File: src/rtl/rxq_pkg.sv
package rxq_pkg;
  localparam int WORD_W = 32;
  localparam int ADR_W  = 3;

  localparam logic [ADR_W-1:0] ADR_CTRL  = 3'd0;
  localparam logic [ADR_W-1:0] ADR_ID    = 3'd1;
  localparam logic [ADR_W-1:0] ADR_D0    = 3'd2;
  localparam logic [ADR_W-1:0] ADR_D1    = 3'd3;
  localparam logic [ADR_W-1:0] ADR_FLAGS = 3'd4;
  localparam logic [ADR_W-1:0] ADR_MASK  = 3'd5;
  localparam logic [ADR_W-1:0] ADR_TIMER = 3'd6;

  localparam int FLG_AVAIL = 5;
  localparam int FLG_WARN  = 6;
  localparam int FLG_OVF   = 7;

  typedef struct packed {
    logic [WORD_W-1:0] ctrl;
    logic [WORD_W-1:0] id;
    logic [WORD_W-1:0] d0;
    logic [WORD_W-1:0] d1;
  } rxq_frame_t;
endpackage

File: src/rtl/rxq_store.sv
module rxq_store import rxq_pkg::*; #(
  parameter int DEPTH    = 6,
  parameter int WARN_LVL = 5
) (
  input  logic       clk,
  input  logic       rst,
  input  logic       push_valid,
  input  rxq_frame_t push_frame,
  input  logic       pop,
  output rxq_frame_t head_q,
  output logic       nonempty,
  output logic       warn_set,
  output logic       ovf_set
);
  localparam int PTR_W = (DEPTH > 1) ? $clog2(DEPTH) : 1;
  localparam int CNT_W = $clog2(DEPTH + 1);
  localparam logic [PTR_W-1:0] PTR_LAST = PTR_W'(DEPTH - 1);
  localparam logic [CNT_W-1:0] CNT_FULL = CNT_W'(DEPTH);
  localparam logic [CNT_W-1:0] CNT_PREW = CNT_W'(WARN_LVL - 1);

  rxq_frame_t        mem [DEPTH];
  logic [PTR_W-1:0]  wr_ptr, rd_ptr;
  logic [CNT_W-1:0]  count;
  logic              accept;

  assign accept   = push_valid && ((count != CNT_FULL) || pop);
  assign ovf_set  = push_valid && !accept;
  assign warn_set = accept && !pop && (count == CNT_PREW);
  assign nonempty = (count != '0);

  // storage: no reset, registered read, suitable for block RAM
  always_ff @(posedge clk) begin
    if (accept) mem[wr_ptr] <= push_frame;
    head_q <= mem[rd_ptr];
  end

  always_ff @(posedge clk) begin
    if (rst) begin
      wr_ptr <= '0;
      rd_ptr <= '0;
      count  <= '0;
    end else begin
      if (accept) wr_ptr <= (wr_ptr == PTR_LAST) ? '0 : wr_ptr + 1'b1;
      if (pop)    rd_ptr <= (rd_ptr == PTR_LAST) ? '0 : rd_ptr + 1'b1;
      if (accept && !pop)      count <= count + 1'b1;
      else if (pop && !accept) count <= count - 1'b1;
    end
  end

  AST_NO_OVERFLOW: assert property (@(posedge clk) disable iff (rst)
    (push_valid && count == CNT_FULL && !pop) |=> $stable(count));
  AST_SAME_CYCLE_KEEPS_COUNT: assert property (@(posedge clk) disable iff (rst)
    (push_valid && pop) |=> $stable(count));
  AST_POP_NEEDS_FRAME: assert property (@(posedge clk) disable iff (rst)
    pop |-> (count != '0));
endmodule

File: src/rtl/rxq_loader.sv
module rxq_loader import rxq_pkg::*; #(
  parameter int LOAD_CYC = 4
) (
  input  logic       clk,
  input  logic       rst,
  input  rxq_frame_t head_q,
  input  logic       nonempty,
  input  logic       pop,
  input  logic       lock_set,
  input  logic       lock_clr,
  output rxq_frame_t win_frame,
  output logic       win_valid
);
  localparam int CW = (LOAD_CYC > 1) ? $clog2(LOAD_CYC) : 1;
  localparam logic [CW-1:0] CNT_START = CW'(LOAD_CYC - 1);

  logic          busy;
  logic [CW-1:0] cnt;
  logic          locked;

  always_ff @(posedge clk) begin
    if (rst) begin
      busy      <= 1'b0;
      cnt       <= '0;
      locked    <= 1'b0;
      win_valid <= 1'b0;
      win_frame <= '0;
    end else begin
      if (lock_set)      locked <= 1'b1;
      else if (lock_clr) locked <= 1'b0;

      if (busy) begin
        if (cnt == '0) begin
          win_frame <= head_q;
          win_valid <= 1'b1;
          busy      <= 1'b0;
        end else begin
          cnt <= cnt - 1'b1;
        end
      end else if (pop) begin
        win_valid <= 1'b0;
      end else if (!win_valid && nonempty && !locked) begin
        busy <= 1'b1;
        cnt  <= CNT_START;
      end
    end
  end

  AST_RETIRE_EMPTIES_WINDOW: assert property (@(posedge clk) disable iff (rst)
    pop |=> !win_valid);
  AST_LOCK_BLOCKS_LOAD: assert property (@(posedge clk) disable iff (rst)
    (locked && !busy && !lock_clr) |=> !busy);
  AST_LOADING_HIDES_WINDOW: assert property (@(posedge clk) disable iff (rst)
    busy |-> !win_valid);
  AST_VALID_AFTER_LOAD: assert property (@(posedge clk) disable iff (rst)
    $rose(win_valid) |-> $past(busy));
endmodule

File: src/rtl/rxq_regs.sv
module rxq_regs import rxq_pkg::*; #(
  parameter int TIMER_W = 16
) (
  input  logic              clk,
  input  logic              rst,
  input  logic              reg_wr,
  input  logic              reg_rd,
  input  logic [ADR_W-1:0]  reg_addr,
  input  logic [WORD_W-1:0] reg_wdata,
  input  rxq_frame_t        win_frame,
  input  logic              win_valid,
  input  logic              warn_set,
  input  logic              ovf_set,
  output logic [WORD_W-1:0] reg_rdata,
  output logic              irq,
  output logic              pop,
  output logic              lock_set,
  output logic              lock_clr
);
  logic               warn, ovf;
  logic [WORD_W-1:0]  mask;
  logic [TIMER_W-1:0] timer;
  logic [WORD_W-1:0]  flag_word;
  logic               flag_wr;

  always_comb begin
    flag_word            = '0;
    flag_word[FLG_AVAIL] = win_valid;
    flag_word[FLG_WARN]  = warn;
    flag_word[FLG_OVF]   = ovf;
  end

  assign flag_wr  = reg_wr && (reg_addr == ADR_FLAGS);
  assign pop      = flag_wr && reg_wdata[FLG_AVAIL] && win_valid;
  assign lock_set = reg_rd && (reg_addr == ADR_CTRL);
  assign lock_clr = reg_rd && (reg_addr == ADR_TIMER);
  assign irq      = |(flag_word & mask);

  always_ff @(posedge clk) begin
    if (rst) begin
      warn  <= 1'b0;
      ovf   <= 1'b0;
      mask  <= '0;
      timer <= '0;
    end else begin
      timer <= timer + 1'b1;
      if (warn_set)                          warn <= 1'b1;
      else if (flag_wr && reg_wdata[FLG_WARN]) warn <= 1'b0;
      if (ovf_set)                           ovf <= 1'b1;
      else if (flag_wr && reg_wdata[FLG_OVF])  ovf <= 1'b0;
      if (reg_wr && reg_addr == ADR_MASK) mask <= reg_wdata;
    end
  end

  always_ff @(posedge clk) begin
    if (rst) begin
      reg_rdata <= '0;
    end else if (reg_rd) begin
      case (reg_addr)
        ADR_CTRL:  reg_rdata <= win_valid ? win_frame.ctrl : '0;
        ADR_ID:    reg_rdata <= win_valid ? win_frame.id   : '0;
        ADR_D0:    reg_rdata <= win_valid ? win_frame.d0   : '0;
        ADR_D1:    reg_rdata <= win_valid ? win_frame.d1   : '0;
        ADR_FLAGS: reg_rdata <= flag_word;
        ADR_MASK:  reg_rdata <= mask;
        ADR_TIMER: reg_rdata <= WORD_W'(timer);
        default:   reg_rdata <= '0;
      endcase
    end
  end

  AST_OVF_ZERO_WRITE_KEEPS: assert property (@(posedge clk) disable iff (rst)
    (flag_wr && !reg_wdata[FLG_OVF] && ovf) |=> ovf);
  AST_OVF_SET_WINS: assert property (@(posedge clk) disable iff (rst)
    ovf_set |=> ovf);
  AST_MASK_GATES_IRQ: assert property (@(posedge clk) disable iff (rst)
    (mask[FLG_OVF:FLG_AVAIL] == 3'b000) |-> !irq);
  AST_TIMER_STEP: assert property (@(posedge clk) disable iff (rst)
    1'b1 |=> (timer == TIMER_W'($past(timer) + 1'b1)));
endmodule

File: src/rtl/rxq_window.sv
module rxq_window import rxq_pkg::*; #(
  parameter int DEPTH    = 6,
  parameter int WARN_LVL = 5,
  parameter int LOAD_CYC = 4,
  parameter int TIMER_W  = 16
) (
  input  logic              clk,
  input  logic              rst,
  input  logic              in_valid,
  input  logic [WORD_W-1:0] in_ctrl,
  input  logic [WORD_W-1:0] in_id,
  input  logic [WORD_W-1:0] in_d0,
  input  logic [WORD_W-1:0] in_d1,
  input  logic              reg_wr,
  input  logic              reg_rd,
  input  logic [ADR_W-1:0]  reg_addr,
  input  logic [WORD_W-1:0] reg_wdata,
  output logic [WORD_W-1:0] reg_rdata,
  output logic              irq
);
  rxq_frame_t in_frame, head_q, win_frame;
  logic nonempty, warn_set, ovf_set, pop, lock_set, lock_clr, win_valid;

  assign in_frame = '{ctrl: in_ctrl, id: in_id, d0: in_d0, d1: in_d1};

  rxq_store #(.DEPTH(DEPTH), .WARN_LVL(WARN_LVL)) u_store (
    .clk(clk), .rst(rst), .push_valid(in_valid), .push_frame(in_frame),
    .pop(pop), .head_q(head_q), .nonempty(nonempty),
    .warn_set(warn_set), .ovf_set(ovf_set)
  );

  rxq_loader #(.LOAD_CYC(LOAD_CYC)) u_loader (
    .clk(clk), .rst(rst), .head_q(head_q), .nonempty(nonempty), .pop(pop),
    .lock_set(lock_set), .lock_clr(lock_clr),
    .win_frame(win_frame), .win_valid(win_valid)
  );

  rxq_regs #(.TIMER_W(TIMER_W)) u_regs (
    .clk(clk), .rst(rst), .reg_wr(reg_wr), .reg_rd(reg_rd),
    .reg_addr(reg_addr), .reg_wdata(reg_wdata),
    .win_frame(win_frame), .win_valid(win_valid),
    .warn_set(warn_set), .ovf_set(ovf_set),
    .reg_rdata(reg_rdata), .irq(irq), .pop(pop),
    .lock_set(lock_set), .lock_clr(lock_clr)
  );
endmodule

File: config.mk
export PLATFORM = sky130hd
export DESIGN_NAME = rxq_window
export DESIGN_NICKNAME = d
export VERILOG_FILES = /design/src/rtl/rxq_pkg.sv /design/src/rtl/rxq_store.sv /design/src/rtl/rxq_loader.sv /design/src/rtl/rxq_regs.sv /design/src/rtl/rxq_window.sv
export SDC_FILE = /design/constraint.sdc
export NUM_CORES = 1
export LEC_CHECK = 0
export ABC_AREA = 1
export ABC_CLOCK_PERIOD_IN_PS = 30400
export BUFFER_PORTS_ARGS = -buffer_cell sky130_fd_sc_hd__buf_2
export CORE_MARGIN = 2
export CORE_UTILIZATION = 55
export CTS_BUF_LIST = sky130_fd_sc_hd__clkbuf_4 sky130_fd_sc_hd__clkbuf_8
export DETAILED_ROUTE_END_ITERATION = 16
export GPL_TIMING_DRIVEN = 0
export PLACE_DENSITY = 0.73
export SYNTH_ARGS = -nofsm -noshare
export SYNTH_HDL_FRONTEND = slang
export SYNTH_SLANG_ARGS = --single-unit
File: constraint.sdc
create_clock -name clk -period 30.4 [get_ports clk]
set_input_delay 1.52 -clock clk [delete_from_list [all_inputs] [get_ports clk]]
set_output_delay 1.52 -clock clk [all_outputs]
set_load 0.03 [all_outputs]
==> impl_metrics.json <==
{
  "status": "finished, final reports clean",
  "fin_crit_sh": 0.1302,
  "cp_data_required_time_ns": 30.94,
  "cts_tree": "done",
  "row_count": 101,
  "critPathLaunchType": "input pin",
  "synthArstFlopShare": 0,
  "clock-sinks": 1120,
  "p_clk_frac": 0.404,
  "nNetsFinal": 4285,
  "worst_path_most_repeated_cell": "buf_6",
  "total_power_mw": 3.269,
  "crit_arrival_ns": 4.49,
  "slowest_delay_ns": 0.68,
  "post-route-drc-count": 0,
  "port_buffers": 198,
  "ys_seq_area_frac": 0.7206,
  "die_w_um": 279.6,
  "place.gp.congestion": 1.020,
  "htreeDepth": 4,
  "fin_skew_ns": 0.03261,
  "grt_usage": 0.3002,
  "vdd_drop_max_mv": 0.03776,
  "grt_max_degree": 29,
  "final_layout_size_suffix_gt1_frac": 0.1540,
  "dp_hpwl_um": 82010,
  "clk_latency_ns": 0.86,
  "io_pins": 201,
  "p_int_mw": 2.508,
  "synth.distinct_cells": 30,
  "cp_max_fo": 14,
  "rsz0062_at_grt": "false",
  "routed_wirelength_um": 118000,
  "synth-edff-count": 768,
  "grt_pass1_vias": 28610,
  "path_buf_inv": 7,
  "tightestPinTransition_ns": 1.416,
  "netSwitchingPower_mw": 0.7614,
  "cts-root-buf": "clkbuf_8",
  "cts_resized": 0,
  "slew_violations": 0,
  "drv_cap": 0,
  "final.setup.tns_ns": 0,
  "fmax_ghz": 0.2527,
  "critical_path.top_delay_family": "buffers and inverters",
  "path_cells": "buf_2 -> buf_2 -> nand4_1 -> o21bai_2 -> nand2_2 -> nor3_2 -> buf_6 -> buf_6 -> buf_6 -> buf_6 -> buf_4",
  "setup_viol": 0,
  "initial_utilization": 0.5529,
  "ant_nets": 0,
  "syn_area_per_cell_um2": 11.37,
  "postCtsHoldBufs": 0,
  "synth-seq-cells": 1120,
  "area_growth_pct": 16.42,
  "gr-total-overflow": 0,
  "routed_via_density": 5.755,
  "hold_viol": 0,
  "p_leak_nw": 17.94,
  "num_vias": 30180,
  "final_cell_mix": "768 x edfxtp_1, 606 x nand2_1, 545 x nor2_1, 449 x o21ai_0, 352 x dfxtp_1",
  "final_common_cell": "edfxtp_1",
  "hold_path.class": "reg -> reg",
  "cts_max_path_buffers": 3,
  "grt_first_pass_wirelength_um": 173400,
  "die_h_um": 279.6,
  "clk_pin_slew_ns": 0.06,
  "cts_setup_buffers": 0,
  "crit_path_top_delay_cell": "nor3_2",
  "cts_inserted_buffers": 172,
  "first_pass_iters": 6,
  "pwr-share-seq": 0.535,
  "coreArea_mm2": 0.07557,
  "synth_ff_type": "edfxtp_1",
  "worstSetupEndpointType": "register",
  "critPathKind": "in -> reg",
  "p_comb_frac": 0.061,
  "antenna_found_initial": 17,
  "fill_cells": 5772,
  "synth_area_mm2": 0.04179,
  "drt_iter0_markers": 3757,
  "timing.slew.headroom": 0.05600,
  "synthCells": 3674,
  "fin_crit_ns": 3.957,
  "syn-num-nets": 3846,
  "die_area_mm2": 0.07819,
  "yosysWarningCount": 0,
  "p_per_area_mw_per_mm2": 67.20,
  "wl_per_cell_um": 22.50,
  "p_sw_frac": 0.2329
}
-- sequential cells by signal (all words and copies together) (netlist names), 3 cells and up --
register and cells:
u_store.mem 768, u_store.wr_ptr 3, u_regs.timer 16, u_regs.mask 32, u_store.count 3, u_regs.reg_rdata 32
u_store.rd_ptr 3, u_store.head_q 128, u_loader.win_frame 128
-- worst min-delay path, cell delays in order (launching register included) --
cell and delay (ns):
dfxtp_1 0.31, inv_1 0.05, a21oi_1 0.05
-- cells by family (layout without fill, tap and decap cells) --
logic type               count (synthesis)  count (layout)  share of synthesized area
other                                    0              11                          0
AND/OR/NAND/NOR                       1502            1502                     0.1491
XOR/XNOR                                 2               2                  0.0004193
buffers and inverters                  366             946                    0.03536
AO/OA/AOI/OAI                          680             680                    0.09322
flip-flops                            1120            1120                     0.7206
adder cells (fa/ha/maj)                  4               4                   0.001378
-- cell usage after synthesis, types with 2 or more instances --
cell type | n | share of area
nand3b_1 | 33 | 0.0059
nor3_1 | 10 | 0.0012
inv_2 | 3 | 0.00027
nor2_1 | 547 | 0.049
inv_1 | 113 | 0.010
o221ai_1 | 128 | 0.027
buf_4 | 8 | 0.0014
nor2_4 | 2 | 0.00054
o21ai_0 | 449 | 0.054
dfxtp_1 | 352 | 0.17
nand3_1 | 263 | 0.032
edfxtp_1 | 768 | 0.55
clkbuf_1 | 156 | 0.014
or2_2 | 2 | 0.00030
a21oi_1 | 86 | 0.010
buf_2 | 59 | 0.0071
xor2_1 | 2 | 0.00042
nand4_1 | 35 | 0.0052
buf_1 | 27 | 0.0024
ha_1 | 3 | 0.00090
o21ai_1 | 14 | 0.0017
nand2_1 | 606 | 0.054
-- path summary, 6_finish.rpt --
| kind | startpoint | end | slack, ns | cells after the start |
|---|---|---|---|---|
| hold reg to reg | u_regs.mask[20] | u_regs.mask[20] | 0.45 | 2 |
| setup / recovery | reg_addr[2] | u_store.mem[2][61] | 26.44 | 11 |
| hold / removal | u_regs.mask[20] | u_regs.mask[20] | 0.45 | 2 |
| setup reg to reg | u_loader.win_valid | u_store.mem[2][61] | 27.08 | 9 |
-- final cells by class --
cell class | instances | area (um2) | share of cell area
Timing Repair Buffer | 265 | 1837 | 0.03776
Antenna cell | 11 | 27.53 | 0.0005658
Inverter | 116 | 435.4 | 0.008950
Clock inverter | 46 | 410.4 | 0.008436
Buffer | 250 | 1045 | 0.02148
Multi-Input combinational cell | 2188 | 10230 | 0.2104
Sequential cell | 1120 | 30110 | 0.6189
Clock buffer | 269 | 3327 | 0.06839
Tap cell | 978 | 1224 | 0.02515
-- layer usage --
| layer | vias up | GRT usage | routed length [um] |
|---|---|---|---|
| met3 | 231 | 0.06272 | 10710 |
| met2 | 1477 | 0.4717 | 55190 |
| met1 | 14600 | 0.4066 | 47390 |
| met4 | 10 | 0.1329 | 4587 |
| li1 | 13860 | - | - |
| met5 | - | 0 | 100 |
-- through the flow --
stage / area, um2 / worst slack, ns / hold WS [ns] / utilization / std cells
6_report: 48650 / 26.44 / 0.4508 / 0.6437 / 5243
2_1_floorplan: 41790 / 18.65 / 0.4242 / - / 3674
3_3_place_gp: 44000 / 10.48 / 0.4339 / 0.5822 / 4850
4_1_cts: 48620 / 26.58 / 0.4501 / 0.6434 / 5232
5_1_grt: 48640 / 26.37 / 0.4617 / 0.6437 / 5241
3_5_place_dp: 44880 / 25.67 / 0.4383 / 0.5939 / 4917
-- power groups by stage --
stage	Clock, mW	Combinational, mW	Sequential (mW)
floorplan	0	0.112	1.77
global placement	0	0.181	1.79
detailed placement	0	0.196	1.78
CTS	1.33	0.197	1.75
global route	1.40	0.221	1.75
finish	1.32	0.200	1.75
Note: power is estimated with default switching activity, not from simulation.
